File: config.mk
export PLATFORM = sky130hd
export DESIGN_NAME = rsp_drain_engine
export DESIGN_NICKNAME = d
export VERILOG_FILES = /design/src/rtl/rsp_drain_pkg.sv /design/src/rtl/rsp_drain_dpath.sv /design/src/rtl/rsp_drain_ctrl.sv /design/src/rtl/rsp_drain_engine.sv
export SDC_FILE = /design/constraint.sdc
export NUM_CORES = 1
export LEC_CHECK = 0
export BUFFER_PORTS_ARGS = -buffer_cell sky130_fd_sc_hd__buf_2
export CORE_MARGIN = 1
export CORE_UTILIZATION = 58
export DETAILED_ROUTE_END_ITERATION = 8
export GPL_TIMING_DRIVEN = 0
export PLACE_DENSITY_LB_ADDON = 0.12
export SYNTH_ARGS = -nofsm -noshare
export SYNTH_HDL_FRONTEND = slang
export SYNTH_HIERARCHICAL = 1
export SYNTH_SLANG_ARGS = --single-unit
File: constraint.sdc
create_clock -name clk -period 3.2 [get_ports clk]
set_input_delay 0.64 -clock clk [delete_from_list [all_inputs] [get_ports clk]]
set_output_delay 0.64 -clock clk [all_outputs]
set_load 0.01 [all_outputs]
File: src/rtl/rsp_drain_pkg.sv
package rsp_drain_pkg;

  // Register offsets used by the engine
  localparam int STAT_OFS = 'h18;
  localparam int BLO_OFS  = 'h19;
  localparam int BHI_OFS  = 'h1A;
  localparam int DATA_OFS = 'h24;

  // Status byte bits that must both be set before a burst
  localparam int VALID_BIT = 7;
  localparam int AVAIL_BIT = 4;

  localparam int BURST_W = 16;

  typedef enum logic [2:0] {
    S_IDLE, S_LOOP, S_STAT, S_BLO, S_BHI, S_DATA, S_ENDB, S_FIN
  } rdState_t;

  // Strobes from control to datapath
  typedef struct packed {
    logic loadStart;
    logic clrTimer;
    logic capLo;
    logic capHi;
    logic takeByte;
    logic setErr;
  } ctlStrobe_t;

  // Flags from datapath to control
  typedef struct packed {
    logic statusOk;
    logic burstNz;
    logic burstLeftZ;
    logic remZ;
    logic headerDone;
    logic pollExp;
    logic burstExp;
  } dpFlags_t;

endpackage

File: src/rtl/rsp_drain_dpath.sv
module rsp_drain_dpath
  import rsp_drain_pkg::*;
#(
  parameter int LEN_W     = 11,
  parameter int HDR_LEN   = 6,
  parameter int POLL_TMO  = 100000,
  parameter int BURST_TMO = 100000
) (
  input  logic             clk,
  input  logic             rstN,
  input  ctlStrobe_t       st,
  input  logic [7:0]       busData,
  input  logic [LEN_W-1:0] maxLen,
  input  logic             paramMode,
  output dpFlags_t         flags,
  output logic             outValid,
  output logic [7:0]       outByte,
  output logic [LEN_W-1:0] byteCount,
  output logic [7:0]       errCode
);

  localparam int TMO_MAX = (POLL_TMO > BURST_TMO) ? POLL_TMO : BURST_TMO;
  localparam int TMR_W   = $clog2(TMO_MAX + 1) + 1;
  localparam logic [TMR_W-1:0] TMR_SAT = '1;

  logic [LEN_W-1:0]   lenReg;
  logic [LEN_W-1:0]   remLen;
  logic [LEN_W-1:0]   cnt;
  logic [7:0]         burstLo;
  logic [BURST_W-1:0] burstLeft;
  logic [TMR_W-1:0]   tmr;
  logic               modeReg;
  logic [7:0]         errReg;
  logic               outValidR;
  logic [7:0]         outByteR;

  // Length, count and mode registers
  always_ff @(posedge clk or negedge rstN) begin
    if (!rstN) begin
      lenReg  <= '0;
      remLen  <= '0;
      cnt     <= '0;
      modeReg <= 1'b0;
    end else if (st.loadStart) begin
      lenReg  <= maxLen;
      remLen  <= maxLen;
      cnt     <= '0;
      modeReg <= paramMode;
    end else if (st.takeByte) begin
      remLen <= remLen - 1'b1;
      cnt    <= cnt + 1'b1;
    end
  end

  // Burst count capture and countdown
  always_ff @(posedge clk or negedge rstN) begin
    if (!rstN) begin
      burstLo   <= '0;
      burstLeft <= '0;
    end else begin
      if (st.capLo)
        burstLo <= busData;
      if (st.capHi)
        burstLeft <= {busData, burstLo};
      else if (st.takeByte)
        burstLeft <= burstLeft - 1'b1;
    end
  end

  // Shared cycle timer, saturating
  always_ff @(posedge clk or negedge rstN) begin
    if (!rstN)
      tmr <= '0;
    else if (st.clrTimer)
      tmr <= '0;
    else if (tmr != TMR_SAT)
      tmr <= tmr + 1'b1;
  end

  // Error code register
  always_ff @(posedge clk or negedge rstN) begin
    if (!rstN)
      errReg <= '0;
    else if (st.loadStart)
      errReg <= '0;
    else if (st.setErr)
      errReg <= busData;
  end

  // Output byte stage
  always_ff @(posedge clk or negedge rstN) begin
    if (!rstN) begin
      outValidR <= 1'b0;
      outByteR  <= '0;
    end else begin
      outValidR <= st.takeByte;
      if (st.takeByte)
        outByteR <= busData;
    end
  end

  always_comb begin
    flags.statusOk   = busData[VALID_BIT] & busData[AVAIL_BIT];
    flags.burstNz    = |{busData, burstLo};
    flags.burstLeftZ = (burstLeft == '0);
    flags.remZ       = (remLen == '0);
    flags.headerDone = !modeReg && (cnt >= LEN_W'(HDR_LEN));
    flags.pollExp    = (tmr >= TMR_W'(POLL_TMO));
    flags.burstExp   = (tmr >= TMR_W'(BURST_TMO));
  end

  assign outValid  = outValidR;
  assign outByte   = outByteR;
  assign byteCount = cnt;
  assign errCode   = errReg;


  take_in_window_chk: assert property (@(posedge clk) disable iff (!rstN)
    st.takeByte |-> (burstLeft != '0) && (remLen != '0));


  count_bound_chk: assert property (@(posedge clk) disable iff (!rstN)
    cnt <= lenReg);


  out_follows_take_chk: assert property (@(posedge clk) disable iff (!rstN)
    st.takeByte |=> outValid);

endmodule

File: src/rtl/rsp_drain_ctrl.sv
module rsp_drain_ctrl
  import rsp_drain_pkg::*;
#(
  parameter int ADDR_W = 12
) (
  input  logic              clk,
  input  logic              rstN,
  input  logic              start,
  input  logic              busAck,
  input  dpFlags_t          flags,
  output ctlStrobe_t        st,
  output logic              busReq,
  output logic [ADDR_W-1:0] busAddr,
  output logic              doneP
);

  rdState_t state, nextState;

  always_ff @(posedge clk or negedge rstN) begin
    if (!rstN)
      state <= S_IDLE;
    else
      state <= nextState;
  end

  always_comb begin
    nextState = state;
    st        = '0;
    busReq    = 1'b0;
    busAddr   = '0;
    unique case (state)
      S_IDLE: begin
        if (start) begin
          st.loadStart = 1'b1;
          nextState    = S_LOOP;
        end
      end
      S_LOOP: begin
        if (flags.remZ) begin
          nextState = S_FIN;
        end else begin
          st.clrTimer = 1'b1;
          nextState   = S_STAT;
        end
      end
      S_STAT: begin
        busReq  = 1'b1;
        busAddr = ADDR_W'(STAT_OFS);
        if (busAck) begin
          if (flags.statusOk) begin
            st.clrTimer = 1'b1;
            nextState   = S_BLO;
          end else if (flags.pollExp) begin
            st.setErr = 1'b1;
            nextState = S_FIN;
          end
        end
      end
      S_BLO: begin
        busReq  = 1'b1;
        busAddr = ADDR_W'(BLO_OFS);
        if (busAck) begin
          st.capLo  = 1'b1;
          nextState = S_BHI;
        end
      end
      S_BHI: begin
        busReq  = 1'b1;
        busAddr = ADDR_W'(BHI_OFS);
        if (busAck) begin
          st.capHi = 1'b1;
          if (flags.burstNz)
            nextState = S_DATA;
          else if (flags.burstExp)
            nextState = S_ENDB;
          else
            nextState = S_BLO;
        end
      end
      S_DATA: begin
        if (flags.burstLeftZ || flags.remZ) begin
          nextState = S_ENDB;
        end else begin
          busReq  = 1'b1;
          busAddr = ADDR_W'(DATA_OFS);
          if (busAck)
            st.takeByte = 1'b1;
        end
      end
      S_ENDB: begin
        nextState = flags.headerDone ? S_FIN : S_LOOP;
      end
      S_FIN: begin
        nextState = S_IDLE;
      end
      default: nextState = S_IDLE;
    endcase
  end

  assign doneP = (state == S_FIN);


  hold_req_chk: assert property (@(posedge clk) disable iff (!rstN)
    busReq && !busAck |=> busReq && $stable(busAddr));


  pair_order_chk: assert property (@(posedge clk) disable iff (!rstN)
    busReq && busAck && (busAddr == ADDR_W'(BLO_OFS))
      |=> busReq && (busAddr == ADDR_W'(BHI_OFS)));


  single_done_chk: assert property (@(posedge clk) disable iff (!rstN)
    doneP |=> !doneP);


  start_ignored_chk: assert property (@(posedge clk) disable iff (!rstN)
    (state != S_IDLE) |-> !st.loadStart);

endmodule

File: src/rtl/rsp_drain_engine.sv
module rsp_drain_engine
  import rsp_drain_pkg::*;
#(
  parameter int ADDR_W    = 12,
  parameter int LEN_W     = 11,
  parameter int HDR_LEN   = 6,
  parameter int POLL_TMO  = 100000,
  parameter int BURST_TMO = 100000
) (
  input  logic              clk,
  input  logic              rstN,
  input  logic              start,
  input  logic [LEN_W-1:0]  maxLen,
  input  logic              paramMode,
  output logic              busReq,
  output logic [ADDR_W-1:0] busAddr,
  input  logic              busAck,
  input  logic [7:0]        busData,
  output logic              outValid,
  output logic [7:0]        outByte,
  output logic              doneP,
  output logic [LEN_W-1:0]  byteCount,
  output logic [7:0]        errCode
);

  ctlStrobe_t strobes;
  dpFlags_t   flags;

  rsp_drain_ctrl #(.ADDR_W(ADDR_W)) u_ctrl (
    .clk     (clk),
    .rstN    (rstN),
    .start   (start),
    .busAck  (busAck),
    .flags   (flags),
    .st      (strobes),
    .busReq  (busReq),
    .busAddr (busAddr),
    .doneP   (doneP)
  );

  rsp_drain_dpath #(
    .LEN_W     (LEN_W),
    .HDR_LEN   (HDR_LEN),
    .POLL_TMO  (POLL_TMO),
    .BURST_TMO (BURST_TMO)
  ) u_dpath (
    .clk       (clk),
    .rstN      (rstN),
    .st        (strobes),
    .busData   (busData),
    .maxLen    (maxLen),
    .paramMode (paramMode),
    .flags     (flags),
    .outValid  (outValid),
    .outByte   (outByte),
    .byteCount (byteCount),
    .errCode   (errCode)
  );

endmodule

After elaboration in Yosys (flattened, before gate mapping)
Cells that the tools add are included.

Register bits: 85. Memories: 0. Output and inout bits: 42. Bits in latches: 0. Memory bits (read-only): 0. Word-level logic and storage cells: 85. Memory bits (writable): 0.

Reduce and logical (&&, ||, !) cells: 13. Equal/unequal tests: 14. Bitwise operators: 1. Shift-type cells: 0. Muxes and demuxes: 41. $lt $le $gt $ge: 2. Multiply operators: 0. Div/mod/pow operators: 0. Add/sub/neg operators: 4.

Operators by type and width (number): case mux 12 bit (4 select lines) (1); two-way mux 11 bit (4); two-way mux 18 bit (2); two-way mux 3 bit (11); two-way mux 16 bit (2); case mux 3 bit (8 select lines) (1); adder 18 x 1 -> 18 bit (second input constant) (1); greater-or-equal comparator 18 x 17 -> 1 bit (second input constant) (1); != test 18 bit (second input constant) (1); zero test 16 bit (1); two-way mux 8 bit (2); OR reduction 16 bit (1); subtractor 16 x 1 -> 16 bit (second input constant) (1); two-way mux 1 bit (15); equality test 3 bit (second input constant) (4); adder 11 x 1 -> 11 bit (second input constant) (1); greater-or-equal comparator 11 x 3 -> 1 bit (second input constant) (1); zero test 11 bit (1); subtractor 11 x 1 -> 11 bit (second input constant) (1); != test 2 bit (second input constant) (4); nonzero test 2 bit (4); equality test 3 x 2 -> 1 bit (second input constant) (2); two-way mux 6 bit (1); AND reduction 6 bit (1); 10 further kinds (11).

Depth between registers and ports, before layout
Gate-level depths: netlist (run 1).

Depth after elaboration: 7. Gate-level depth with buffers: 12.

Cells and area by module
Netlist (run 1), hierarchy kept.

By module, submodules not included: rsp_drain_dpath (area an instance 4151.5 sq um, instances 1, cells an instance 408); rsp_drain_ctrl (area an instance 462.9 sq um, instances 1, cells an instance 64).

Worst setup path after synthesis (run 1)
No wires, ideal clock.

Path kind: flip-flop to flip-flop. Start point: register u_dpath.remLen[7]. End point: register u_dpath.remLen[7]. Arrival: 2.760 ns. Setup slack: 0.306 ns. Setup time: 0.134 ns. Period minus slack after synthesis: 2.894 ns. Cell stages (with the launch flop): 10. Data required time: 3.066 ns. Path through: dfrtp_1 or4_1 nor4b_1 nor4_2 and2_1 buf_2 buf_1 nand4b_1 xor2_1 o21ai_0.

RTL lines: from (decl) (RTL line rsp_drain_dpath.sv:27) `logic [LEN_W-1:0] remLen;`; from (signal assigned) (RTL line rsp_drain_dpath.sv:46) `remLen <= maxLen;`; from (signal assigned) (RTL line rsp_drain_dpath.sv:50) `remLen <= remLen - 1'b1;`.

==> metrics.txt, run 1 <==
initial antenna violation count 0; core area 7730 µm²; die area 8320 µm²; DR pass1 iterations 4; DRC viols 0; first-pass GRT wire length 17,500 µm; post-synthesis xor/xnor area fraction 6.07%; Synth Area in Simple Gates 23.3%; Starting DRT DRC Count 192; post-synth cell types 64; setup TNS 0 ps; worst slew pin tran 707 ps; skew final 10.3 ps; most frequent cells in the layout dfrtp_1, buf_2, nand2_1; leakage 2.35 nW; number of fill cells in the layout 602; CTS Buf Count 9; synthesis-to-finish area growth 16.6%; final net count 583; RSZ-0062 raised after global routing no; Mapped Area 4610 µm²; I/O Buffers 59; sequential fraction of the synthesis area 46.1%; Final Hold Vio Count 0; vias 3,899; clock period minus final worst setup slack 2950 ps; TritonCTS Sinks 85; crit start category flip-flop; global route overflow 0; GR Util All Layers 26.8%; post-route setup slack 251 ps; Synth Area in Compound Gates 11.6%; Post-synth ARST share 100%; Final ANT Viol Nets 0; CTS tree built; antenna cell count 0; Vias per Instance 5.93; Detailed Route WL 10,500 µm; CTS root buffer clkbuf_8; htree depth 3; detailed placement HPWL 7480 µm; # Max-Cap Violations 0; Die H 91.2 µm; mux share of post-synthesis cell area 6.62%; Critical Path End Type output pin; Min-Delay Path Class in -> async; Ys Warns 6; Die Wd 91.2 µm; Post-synth EDFFs 0; vias in the first global route 3,576; CP startpoint u_dpath/burstLeft[10]$_DFFE_PN0P_; power per cell area 772 nW/µm²; wire length per cell 16.0 µm; max-slew violations 0; Main synth FF type dfrtp_1; Final setup viols 0; Worst-path clk slew 90 ps; pin count of the biggest net entering global routing 64; largest family of logic cells by synthesized area simple AND/OR/NAND/NOR gates; flops & latches, synth 85; Post-Place Setup Slack -214 ps; Worst R2R Start u_dpath/burstLeft[0]$_DFFE_PN0P_; Required @ worst endpoint 2560 ps; status finished clean; Top Ports 66; WS Path Type reg -> out; WP data arrival 2310 ps; most common cell after layout, fill and taps aside dfrtp_1; fraction of layout cells with a size suffix above 1 24.1%; Initial Util 59.7%; row count 32; worst skew pair latency 350 ps; max_slew headroom 52.4%; Total Power 4.16 mW; post-synthesis cell count 472; Max Fanout on Critical Path 5; Max clock buf depth 2; Peak Freq 339 MHz; worst vdd ir 0.000366 V; Final GP Congestion 0.817; final period utilization 92.2%; Synth Area in Adders 1.90%; syn_area_per_cell 9.78 µm²
cells in the mapped netlist, types with 4 or more instances:
master,n,area (µm²)
a211oi_1,6,45.0
buf_4,10,75.1
nand2_1,48,180
and2_1,5,31.3
mux2i_1,8,80.1
buf_2,4,20.0
or3_1,4,25.0
nor2b_1,5,31.3
nand4_1,11,68.8
ha_1,7,87.6
xor2_1,15,131
o21ai_1,12,60.1
nor2_1,36,135
xnor2_1,17,149
a21oi_1,12,60.1
clkbuf_1,12,45.0
dfrtp_1,85,2130
mux2_2,20,225
nor4_1,14,87.6
inv_1,15,56.3
nor3_1,12,60.1
o21ai_0,29,145
a31oi_1,6,37.5
and3_1,6,37.5
nand3_1,14,70.1
power by group:
part / switching, mW / internal (mW)
Sequential: 0.377 / 1.42
Clock: 0.375 / 0.500
Combinational: 0.792 / 0.689
Total: 1.54 / 2.61
kinds of logic (layout without fill, tap and decap cells):
family	Yosys count	count (layout)
other cells	1	6
mux	28	28
flops	85	85
compound gates	86	86
fa+ha+maj	7	7
simple gates	191	191
xor+xnor	32	32
buf+inv	42	121
routing by layer:
layer | global-route usage (%) | vias up | share of wire [%]
met3 | 4.27 | 21 | 4.3
met1 | 37.7 | 1928 | 45
met4 | 11.4 | 0 | 2.6
met5 | 0 | - | 0
met2 | 41.5 | 112 | 48
li1 | - | 1838 | -
per-stage QoR:
stage               util, %  hold slack (ps)  instance area (µm²)  instances
floorplan                 -              344                 4630        477
global placement       65.4              486                 5060        638
finish                 69.6              180                 5380        658
detailed placement     65.9              499                 5090        639
CTS                    69.2              184                 5340        654
global route           69.6              191                 5380        658
worst paths after layout:
path	end	slack [ps]	cells after the start
setup / recovery	busReq	250	5
hold / removal	u_ctrl/state[2]$_DFFE_PN0P_	180	1
setup reg to reg	u_dpath/remLen[7]$_DFFE_PN0P_	270	11
hold reg to reg	u_dpath/outByte[1]$_DFFE_PN0P_	520	1
max in group asynchronous	u_dpath/errCode[7]$_DFFE_PN0P_	2410	2
min in group clk	u_dpath/remLen[4]$_DFFE_PN0P_	490	3
layout make-up:
type	instances	area (µm²)	share of cell area, %
buffer	27	145	2.70
clock buffer	12	165	3.07
clock inverter	3	67.6	1.26
inverter	15	56.3	1.05
multi-input combinational	350	2340	43.4
sequential	85	2130	39.5
tap	102	128	2.37
timing repair buffer	64	355	6.60
critical path, cell delays in order (launching register included):
cell	delay [ps]
dfrtp_1	420
nor4_1	650
and4_1	420
nor4_2	90
or2_1	240
buf_2	130
sequential cells by signal, summed over array words and instances, names as in the netlist, 3 cells and up:
name / flops
u_dpath/tmr: 18
u_dpath/errCode: 8
u_dpath/burstLo: 8
u_dpath/byteCount: 11
u_dpath/outByte: 8
u_ctrl/state: 3
u_dpath/remLen: 11
u_dpath/burstLeft: 16
timing repair:
action | CTS | global route
cloned | 0 | 0
pin swaps | 0 | 1
hold buffers | 0 | 0
endpoints found under the setup margin | 13 | 4
resized for setup | 3 | 2
buffers inserted | 0 | 4
Note: power is estimated with default switching activity, not from simulation.
==> inputs of run 2 (changes only) <==
--- a/config.mk
+++ b/config.mk
@@ -11,6 +11,7 @@
 export DETAILED_ROUTE_END_ITERATION = 8
 export GPL_TIMING_DRIVEN = 0
 export PLACE_DENSITY_LB_ADDON = 0.12
+export REMOVE_ABC_BUFFERS = 1
 export SYNTH_ARGS = -nofsm -noshare
 export SYNTH_HDL_FRONTEND = slang
 export SYNTH_HIERARCHICAL = 1
==> metrics.txt, run 2 (synthesis gave the netlist of run 1 again) <==
worst vdd ir 0.000483 V (+32%); CTS Buf Count 9 (unchanged); global route overflow 0 (unchanged); # Max-Cap Violations 0 (unchanged); Critical Path End Type output pin; WP data arrival 2380 ps (+70 ps); row count 32 (unchanged); Max clock buf depth 2 (unchanged); sw frac 38.3% (+1.2 points); max reg flops 18 (unchanged); synthesis-to-finish area growth 16.0%; detailed placement HPWL 7180 µm (-3.9%); Worst-path clk slew 90 ps (about the same); crit-path max cell delay 580 ps (-70 ps); Max Fanout on Critical Path 6 (+1); Initial Util 59.7% (unchanged); die area 8320 µm² (unchanged); Slowest cell on crit path or4_4; Clock power frac 20.9% (-0.2 points); Top Ports 66 (unchanged); sequential share of power 44.6% (+1.3 points); met1 usage 33.9% (-3.8 points); worst r2r dst u_dpath/burstLeft[14]$_DFFE_PN0P_; Final setup viols 0 (unchanged); Finished Cell Area 5350 µm² (-0.56%); pin count of the biggest net entering global routing 45 (-30%); number of fill cells in the layout 604 (+0.33%); Die H 91.2 µm (unchanged); Required @ worst endpoint 2560 ps (about the same); Peak Freq 331 MHz (-2.2%); P_int 2.57 mW (-1.7%); most common cell after layout, fill and taps aside dfrtp_1; Worst R2R Start u_dpath/burstLeft[0]$_DFFE_PN0P_; most frequent cells in the layout dfrtp_1, buf_2, nand2_1; Final Hold Vio Count 0 (unchanged); final period utilization 94.3% (+2.1 points); worst slew pin tran 961 ps (+254 ps); TritonCTS Sinks 85 (unchanged); vias in the first global route 3,477 (-2.8%); CTS root buffer clkbuf_8; DR pass1 iterations 5 (+1); antenna cell count 0 (unchanged); htree depth 3 (unchanged); setup TNS 0 ps (unchanged); most used cell, CP buf_4; Total Power 4.16 mW (+0.17%); hold buffers post-CTS 0 (unchanged); max-slew violations 0 (unchanged); skew final 9.41 ps (-0.855 ps); worst skew pair latency 360 ps (about the same); Detailed Route WL 10,400 µm (-0.99%); reg2reg setup slack 190 ps (-80 ps); DRC viols 0 (unchanged); first-pass GRT wire length 17,100 µm (-2.6%); Comb pwr share 34.6% (-1.1 points); GRT met3 Usage 5.70% (+1.4 points); Vias per Instance 5.88 (-0.74%); vias 3,770 (-3.3%); GR Util met2 43.8% (+2.3 points); GR Util All Layers 26.1% (-0.70 points); Final GP Congestion 0.803 (-1.7%); Post-DP Area 5000 µm² (-1.8%); initial antenna violation count 0 (unchanged); GR peak layer met2; Net Sw Power 1.60 mW (+3.3%); clock period minus final worst setup slack 3020 ps (+67.7 ps); wire length per cell 16.3 µm (+1.6%); leakage 2.31 nW (-1.8%); max_slew headroom 35.8% (-17 points); final net count 565 (-3.1%); Final ANT Viol Nets 0 (unchanged); Min-Delay Path Class in -> async; Die Wd 91.2 µm (unchanged); WS Path Type reg -> out; status finished clean; core area 7730 µm² (unchanged); RSZ-0062 raised after global routing no; FF-to-FF path depth 10 (-1); crit start category flip-flop; Largest Register u_dpath/tmr; Starting DRT DRC Count 206 (+7.3%); fraction of layout cells with a size suffix above 1 24.9% (+0.76 points); crit-path cells or4_4 > nor4b_4 > buf_4 > nor4_4 > buf_4 > or2_1 > buf_2; power per cell area 778 nW/µm² (+0.73%); Largest regs u_dpath/tmr x18, u_dpath/burstLeft x16; I/O Buffers 59 (unchanged); CTS tree built
## run 2: changes by cell type in the layout (fill, tap and decap cells not counted), moves of 2 or more
cell / previous run / this run
inv_6: 0 / 2
nor2_1: 36 / 34
buf_4: 15 / 12
nor2_2: 0 / 2
clkbuf_1: 12 / 0
clkbuf_8: 12 / 10
nor4_1: 14 / 12
buf_2: 63 / 58
## run 2: cell type report
cell class | instances | area (µm²) | share of cell area, %
inverter | 15 | 56.3 | 1.05
clock inverter | 6 | 92.6 | 1.73
multi-input combinational | 351 | 2390 | 44.6
sequential | 85 | 2130 | 39.7
clock buffer | 10 | 138 | 2.57
tap | 102 | 128 | 2.38
timing repair buffer | 72 | 423 | 7.90
## run 2: worst max-delay path: cells and delay by family (launching register included)
kind                   cells  cell delay, ps
and+or+nand+nor            4            1110
buffers and inverters      3             470
DFF                        1             440
## run 2: per-stage QoR
stage / worst slack, ps / hold WS [ps] / utilization (%) / instances
detailed placement: -869 / 490 / 64.7 / 617
finish: 183 / 266 / 69.3 / 641
CTS: 32.5 / 279 / 68.3 / 634
floorplan: -1070 / 344 / - / 450
global placement: -3270 / 484 / 63.6 / 611
global route: 3.89 / 298 / 69.3 / 641
## run 2: worst max path at each step
stage,slack (ps),end,startpoint,depth (start not counted)
6_report,180,busReq,u_dpath/remLen[3]$_DFFE_PN0P_,7
5_1_grt,4,u_dpath/burstLeft[14]$_DFFE_PN0P_,u_dpath/burstLeft[0]$_DFFE_PN0P_,10
4_1_cts,30,u_dpath/burstLeft[9]$_DFFE_PN0P_,u_dpath/burstLeft[0]$_DFFE_PN0P_,10
3_5_place_dp,-870,u_dpath/burstLeft[9]$_DFFE_PN0P_,u_dpath/burstLeft[0]$_DFFE_PN0P_,10
3_3_place_gp,-3270,u_dpath/remLen[0]$_DFFE_PN0P_,start,3
2_1_floorplan,-1070,u_dpath/modeReg$_DFFE_PN0P_,start,2
## run 2: timing repair
item | in CTS | in global routing
pin swaps | 1 | 3
gates cloned | 1 | 0
buffers inserted | 0 | 7
setup endpoints to repair | 59 | 9
resized for setup | 7 | 3
## run 2: routing by layer
layer  wire, µm  up-vias
li1           -     1804
met1       4500     1842
met2       5290      110
met3        461       14
met4        174        0
met5          0        -
## run 2: power by group through the flow
stage                     registers (mW)  clock network, mW  logic, mW
final                               1.85              0.869       1.44
after CTS                           1.83              0.884       1.42
after detailed placement            1.84                  0       1.38
after global routing                1.91              0.928       1.60
after floorplan                     1.79                  0      0.936
after global placement              1.82                  0       1.29
